==> config.mk <==
export PLATFORM = sky130hd
export DESIGN_NAME = gpio_irq_detect
export DESIGN_NICKNAME = d
export VERILOG_FILES = /design/src/rtl/gid_pkg.sv /design/src/rtl/gid_rst_sync.sv /design/src/rtl/gid_regs.sv /design/src/rtl/gid_pin_detect.sv /design/src/rtl/gid_irq_combine.sv /design/src/rtl/gpio_irq_detect.sv
export SDC_FILE = /design/constraint.sdc
export NUM_CORES = 1
export LEC_CHECK = 0
export ABC_AREA = 1
export BUFFER_PORTS_ARGS = -buffer_cell sky130_fd_sc_hd__buf_2
export CAP_MARGIN = 0
export CORE_ASPECT_RATIO = 1.2
export CORE_MARGIN = 4
export CORE_UTILIZATION = 35
export CTS_CLUSTER_DIAMETER = 80
export DETAILED_ROUTE_END_ITERATION = 7
export GPL_TIMING_DRIVEN = 0
export PLACE_DENSITY_LB_ADDON = 0.2
export REMOVE_ABC_BUFFERS = 1
export SLEW_MARGIN = 10
export SYNTH_ARGS = -nofsm -noshare
export SYNTH_HDL_FRONTEND = slang
export SYNTH_SLANG_ARGS = --single-unit
==> constraint.sdc <==
create_clock -name clk -period 1.75 [get_ports clk]
set_input_delay 0 -clock clk [delete_from_list [all_inputs] [get_ports clk]]
set_output_delay 0 -clock clk [all_outputs]
set_load 0.01 [all_outputs]
==> src/rtl/gid_pkg.sv <==
package gid_pkg;
  localparam int ADDR_W = 12;

  localparam logic [ADDR_W-1:0] OFS_SENSE  = 12'h404;
  localparam logic [ADDR_W-1:0] OFS_DUAL   = 12'h408;
  localparam logic [ADDR_W-1:0] OFS_POL    = 12'h40C;
  localparam logic [ADDR_W-1:0] OFS_ENABLE = 12'h410;
  localparam logic [ADDR_W-1:0] OFS_RAW    = 12'h414;
  localparam logic [ADDR_W-1:0] OFS_MASKED = 12'h418;
  localparam logic [ADDR_W-1:0] OFS_CLEAR  = 12'h41C;

  typedef enum logic [2:0] {
    SEL_NONE, SEL_SENSE, SEL_DUAL, SEL_POL,
    SEL_ENABLE, SEL_RAW, SEL_MASKED, SEL_CLEAR
  } reg_sel_e;

  function automatic reg_sel_e decode_addr(logic [ADDR_W-1:0] a);
    case (a)
      OFS_SENSE:  return SEL_SENSE;
      OFS_DUAL:   return SEL_DUAL;
      OFS_POL:    return SEL_POL;
      OFS_ENABLE: return SEL_ENABLE;
      OFS_RAW:    return SEL_RAW;
      OFS_MASKED: return SEL_MASKED;
      OFS_CLEAR:  return SEL_CLEAR;
      default:    return SEL_NONE;
    endcase
  endfunction
endpackage

==> src/rtl/gid_rst_sync.sv <==
module gid_rst_sync (
  input  logic clk,
  input  logic rst_n,
  output logic rst_sync_n
);
  logic [1:0] stage_q;

  always_ff @(posedge clk or negedge rst_n) begin
    if (!rst_n) stage_q <= 2'b00;
    else        stage_q <= {stage_q[0], 1'b1};
  end

  assign rst_sync_n = stage_q[1];
endmodule

==> src/rtl/gid_regs.sv <==
module gid_regs
  import gid_pkg::*;
#(
  parameter int NPINS = 8
) (
  input  logic              clk,
  input  logic              rst_n,
  input  logic              wr_en,
  input  logic [ADDR_W-1:0] addr,
  input  logic [NPINS-1:0]  wdata,
  input  logic [NPINS-1:0]  raw_i,
  input  logic [NPINS-1:0]  masked_i,
  output logic [NPINS-1:0]  sense_o,
  output logic [NPINS-1:0]  dual_o,
  output logic [NPINS-1:0]  pol_o,
  output logic [NPINS-1:0]  enable_o,
  output logic [NPINS-1:0]  clr_o,
  output logic [NPINS-1:0]  rdata
);
  reg_sel_e sel;
  logic [NPINS-1:0] sense_q, dual_q, pol_q, enable_q;
  logic [NPINS-1:0] sense_d, dual_d, pol_d, enable_d;
  logic sense_en, dual_en, pol_en, enable_en;

  always_comb begin
    sel       = decode_addr(addr);
    sense_en  = wr_en && (sel == SEL_SENSE);
    dual_en   = wr_en && (sel == SEL_DUAL);
    pol_en    = wr_en && (sel == SEL_POL);
    enable_en = wr_en && (sel == SEL_ENABLE);
    sense_d   = sense_en  ? wdata : sense_q;
    dual_d    = dual_en   ? wdata : dual_q;
    pol_d     = pol_en    ? wdata : pol_q;
    enable_d  = enable_en ? wdata : enable_q;
    clr_o     = (wr_en && (sel == SEL_CLEAR)) ? wdata : '0;
  end

  always_ff @(posedge clk or negedge rst_n) begin
    if (!rst_n) begin
      sense_q  <= '0;
      dual_q   <= '0;
      pol_q    <= '0;
      enable_q <= '0;
    end else begin
      sense_q  <= sense_d;
      dual_q   <= dual_d;
      pol_q    <= pol_d;
      enable_q <= enable_d;
    end
  end

  always_comb begin
    case (sel)
      SEL_SENSE:  rdata = sense_q;
      SEL_DUAL:   rdata = dual_q;
      SEL_POL:    rdata = pol_q;
      SEL_ENABLE: rdata = enable_q;
      SEL_RAW:    rdata = raw_i;
      SEL_MASKED: rdata = masked_i;
      default:    rdata = '0;
    endcase
  end

  assign sense_o  = sense_q;
  assign dual_o   = dual_q;
  assign pol_o    = pol_q;
  assign enable_o = enable_q;


  enable_zero_write_chk: assert property (@(posedge clk) disable iff (!rst_n)
    (wr_en && (sel == SEL_ENABLE) && (wdata == '0)) |=> (enable_o == '0));


  sense_hold_chk: assert property (@(posedge clk) disable iff (!rst_n)
    !(wr_en && (sel == SEL_SENSE)) |=> $stable(sense_o));
endmodule

==> src/rtl/gid_pin_detect.sv <==
module gid_pin_detect (
  input  logic clk,
  input  logic rst_n,
  input  logic pin_i,
  input  logic level_mode_i,
  input  logic dual_i,
  input  logic pol_i,
  input  logic clr_i,
  output logic raw_o
);
  logic prev_q, prev_d;
  logic latch_q, latch_d;
  logic rise, fall, hit;

  always_comb begin
    rise    = pin_i & ~prev_q;
    fall    = ~pin_i & prev_q;
    hit     = dual_i ? (rise | fall) : (pol_i ? rise : fall);
    prev_d  = pin_i;
    latch_d = ~level_mode_i & (hit | (latch_q & ~clr_i));
    raw_o   = level_mode_i ? (pin_i == pol_i) : latch_q;
  end

  always_ff @(posedge clk or negedge rst_n) begin
    if (!rst_n) begin
      prev_q  <= 1'b0;
      latch_q <= 1'b0;
    end else begin
      prev_q  <= prev_d;
      latch_q <= latch_d;
    end
  end


  edge_wins_chk: assert property (@(posedge clk) disable iff (!rst_n)
    (!level_mode_i && hit) |=> latch_q);


  clear_takes_chk: assert property (@(posedge clk) disable iff (!rst_n)
    (!level_mode_i && clr_i && !hit) |=> !latch_q);


  level_no_latch_chk: assert property (@(posedge clk) disable iff (!rst_n)
    level_mode_i |=> !latch_q);
endmodule

==> src/rtl/gid_irq_combine.sv <==
module gid_irq_combine #(
  parameter int NPINS = 8
) (
  input  logic             clk,
  input  logic             rst_n,
  input  logic [NPINS-1:0] raw_i,
  input  logic [NPINS-1:0] enable_i,
  output logic [NPINS-1:0] masked_o,
  output logic             irq_o
);
  logic irq_q, irq_d;

  always_comb begin
    masked_o = raw_i & enable_i;
    irq_d    = |masked_o;
  end

  always_ff @(posedge clk or negedge rst_n) begin
    if (!rst_n) irq_q <= 1'b0;
    else        irq_q <= irq_d;
  end

  assign irq_o = irq_q;


  mask_off_quiet_chk: assert property (@(posedge clk) disable iff (!rst_n)
    (enable_i == '0) |=> !irq_o);


  raw_zero_quiet_chk: assert property (@(posedge clk) disable iff (!rst_n)
    (raw_i == '0) |=> !irq_o);
endmodule

==> src/rtl/gpio_irq_detect.sv <==
module gpio_irq_detect
  import gid_pkg::*;
#(
  parameter int NPINS = 8
) (
  input  logic              clk,
  input  logic              rst_n,
  input  logic [NPINS-1:0]  pin_i,
  input  logic              bus_wr,
  input  logic [ADDR_W-1:0] bus_addr,
  input  logic [NPINS-1:0]  bus_wdata,
  output logic [NPINS-1:0]  bus_rdata,
  output logic              irq_o
);
  logic rst_sync_n;
  logic [NPINS-1:0] sense, dual, pol, enable, clr, raw, masked;

  gid_rst_sync u_rst (
    .clk        (clk),
    .rst_n      (rst_n),
    .rst_sync_n (rst_sync_n)
  );

  gid_regs #(.NPINS(NPINS)) u_regs (
    .clk      (clk),
    .rst_n    (rst_sync_n),
    .wr_en    (bus_wr),
    .addr     (bus_addr),
    .wdata    (bus_wdata),
    .raw_i    (raw),
    .masked_i (masked),
    .sense_o  (sense),
    .dual_o   (dual),
    .pol_o    (pol),
    .enable_o (enable),
    .clr_o    (clr),
    .rdata    (bus_rdata)
  );

  for (genvar i = 0; i < NPINS; i++) begin : g_pin
    gid_pin_detect u_det (
      .clk          (clk),
      .rst_n        (rst_sync_n),
      .pin_i        (pin_i[i]),
      .level_mode_i (sense[i]),
      .dual_i       (dual[i]),
      .pol_i        (pol[i]),
      .clr_i        (clr[i]),
      .raw_o        (raw[i])
    );
  end

  gid_irq_combine #(.NPINS(NPINS)) u_comb (
    .clk      (clk),
    .rst_n    (rst_sync_n),
    .raw_i    (raw),
    .enable_i (enable),
    .masked_o (masked),
    .irq_o    (irq_o)
  );


  reset_quiet_chk: assert property (@(posedge clk) disable iff (!rst_n)
    !rst_sync_n |=> !irq_o);
endmodule

==> impl_metrics.ini <==
[clock_tree]
cts_sinks = 51
cts_tree = done
cts_max_path_buffers = 2
clk_pin_slew_ns = 0.09
htree_levels = 2
cts_root_buffer = clkbuf_8
clkLatencyLatePin_ns = 0.30
cts_inserted_buffers = 5

[synthesis]
ys_types = 28
syn-instance-count = 395
ys_seq_area_share_pct = 41.6
ys_warn_count = 0
ys_ff_latch = 51
synth.avg_cell_area_sq_um = 7.76
ys.flop_type = dfrtp_1
synth-edff-count = 0
synthArstFlopShare_pct = 100
syn_area_sq_um = 3060

[timing]
finalSetupViolCount = 0
max-slew-margin-rel_pct = 65.5
finalHoldViolCount = 0
clock_skew_ns = 0.00839
worst_pin_slew_ns = 0.515
period_minus_slack_ns = 1.62
fmax_ghz = 0.617
slew_viol_final = 0
fin_crit_sh_pct = 92.7
rsz0062_at_grt = false

[cells_and_area]
fillCellCount = 915
syn_to_final_growth_pct = 17.7
drive_gt1_share_pct = 19.4
fin_cells = 565
postLayoutCoreUtil_pct = 42.1
finalNetCount = 495
antennaDiodeCount = 0

[power_and_ir_drop]
power.total_w = 0.00222
power.leakage_nw = 1.76
power_frac_comb_pct = 9.6
p_seq_share_pct = 55.0
power_density_nw_per_um2 = 616
swShare_pct = 23.2
peakVddDrop_v = 0.000394
p_sw_w = 0.000515
clkPwrFrac_pct = 35.4
intPower_w = 0.00171

[critical_path]
critPathMaxStageDelay_ns = 0.42
cp_top_family = flip-flops
r2r_cells = 5
critPathArrivalTime_ns = 1.62
critical_path_peak_fanout = 4
crit_chain = xor2_1 > a21oi_1 > nand3_1 > nand2_1 > a21oi_1 > nand3_1 > buf_2
startpoint_type = flip-flop
end_kind = output pin
worst-path-stages = 7
critPathBufInv = 1
path_class = flip-flop to output pin
crit_required_ns = 1.75
cp_slowest_cell = dfrtp_1

[routing]
drcViolationCount = 0
initialDrtViolationCount = 85
drt-vias-per-instance = 4.60
drtAntennaViolNets = 0
wl_per_cell_um = 12.4
drt_first_pass_iters = 4
drt_wl_total_um = 6990
vias = 2598

[place]
dp.cells = 548
place_hpwl_um = 5050
place_congestion = 0.793
io_buffer_count = 39

[floorplan]
dieWidth_um = 93.4
fp.dieH_um = 110
core_sq_um = 8560
io_pins = 40
num_rows = 37
die-area_sq_um = 10300
initial_core_util_pct = 35.8

[global_route]
grtUsageMet3_pct = 2.38
grtUsageMet1_pct = 17.5
use_met2_pct = 25.5
grt_use_total_pct = 14.3
top_usage_layer = met2
grt_pass1_vias = 2546
grt_pass1_wl_um = 11900
antenna_found_initial = 0
overflow = 0
grt_max_degree = 31

[min_path]
hold_depth = 3
hp-class = input pin to flip-flop

[outcome]
outcome = finished, final reports clean

[flow_run]
cap_viol_max_count = 0
synth_stat cells (2+ instances only):
| master | instances | area [sq um] |
|---|---|---|
| nand4_1 | 4 | 25.0 |
| inv_1 | 53 | 199 |
| nand2_1 | 93 | 349 |
| inv_2 | 12 | 45.0 |
| o21ai_0 | 8 | 40.0 |
| nor2_1 | 42 | 158 |
| ha_1 | 16 | 200 |
| o21ai_1 | 24 | 120 |
| o21ai_2 | 8 | 70.1 |
| dfrtp_1 | 51 | 1280 |
| nor2_4 | 6 | 67.6 |
| xor2_1 | 8 | 70.1 |
| nor2_2 | 2 | 12.5 |
| nand3_2 | 3 | 30.0 |
| nand2_2 | 2 | 12.5 |
| nand3_1 | 26 | 130 |
| a21oi_1 | 24 | 120 |
| buf_2 | 3 | 15.0 |
power groups by stage:
| stage | Clock [W] | Sequential, W | Combinational (W) |
|---|---|---|---|
| CTS | 0.000825 | 0.00122 | 0.000219 |
| global placement | 0 | 0.00126 | 0.000177 |
| finish | 0.000786 | 0.00122 | 0.000214 |
| global route | 0.000865 | 0.00123 | 0.000246 |
| detailed placement | 0 | 0.00125 | 0.000201 |
| floorplan | 0 | 0.00125 | 0.000107 |
worst min-delay path, cell delays in order:
cell     delay (ns)
buf_2          0.07
inv_1          0.08
o21ai_2        0.13
final cells by class:
type	instances	area, sq um	area share [%]
Multi-Input combinational cell	275	1520	42.2
Sequential cell	51	1280	35.4
Timing Repair Buffer	50	315	8.74
Inverter	65	244	6.76
Tap cell	117	146	4.06
Clock buffer	6	72.6	2.01
Clock inverter	1	30.0	0.832
what timing repair did:
item | CTS | global route
hold endpoints to repair | 10 | 0
setup endpoints to repair | 0 | 1
gates resized for setup | 0 | 1
hold buffers | 10 | 0
buffers inserted | 0 | 0
metal layers:
layer	wire length, um	vias to the layer above
met5	0	-
met4	80	0
met3	263	7
met2	3560	44
met1	3090	1193
li1	-	1354
metrics by stage:
| step | setup TNS, ns | setup slack (ns) | cell area [sq um] | hold slack (ns) |
|---|---|---|---|---|
| 2_1_floorplan | 0 | 0.225 | 3040 | -0.296 |
| 3_3_place_gp | -23.48 | -0.481 | 3380 | -0.215 |
| 3_5_place_dp | 0 | 0.0782 | 3400 | -0.213 |
| 4_1_cts | 0 | 0.101 | 3600 | 0.0123 |
| 5_1_grt | 0 | 0.00266 | 3610 | 0.0343 |
| 6_report | 0 | 0.129 | 3610 | 0.0120 |
kinds of logic after synthesis:
group | share of synthesized area (%)
compound gates | 12.3
xor+xnor | 2.29
fa+ha+maj | 6.53
buf+inv | 8.82
flops | 41.6
other cells | 0.122
simple gates | 28.3
layout by cell type (no fill, tap or decap), types with 2 or more instances in the layout:
cell           instances
o21ai_1               24
ha_1                  16
nand4_1                4
o21ai_2                8
buf_2                 39
a21oi_1               23
nor2_4                 6
dlygate4sd3_1         10
nand3_1               26
xor2_1                 8
dfrtp_1               50
nand2_1               93
nor2_2                 2
nand3_2                3
inv_1                 53
clkbuf_8               5
o21ai_0                8
nor2_1                42
nand2_2                2
inv_2                 12
worst paths after layout:
path	to	from	slack (ns)
worst min-delay path	u_regs.pol_o[3]	bus_wdata[3]	0.01
min in group asynchronous	g_pin[6].u_det.prev_q	u_rst.stage_q[1]	0.23
worst max-delay path	bus_rdata[4]	u_regs.pol_o[4]	0.13
worst max register to register	u_comb.irq_o	u_regs.pol_o[5]	0.42
worst min register to register	g_pin[6].u_det.prev_q	u_rst.stage_q[1]	0.23
max in group asynchronous	u_regs.enable_o[6]	u_rst.stage_q[1]	0.99
state kept, by name, indices dropped and copies added (netlist names):
signal,flops
g_pin.u_det.latch_q,8
g_pin.u_det.prev_q,8
u_regs.dual_o,8
u_regs.enable_o,8
u_regs.pol_o,8
u_regs.sense_o,8
u_rst.stage_q,2
u_comb.irq_o,1
(Power assumes the default switching activity.)
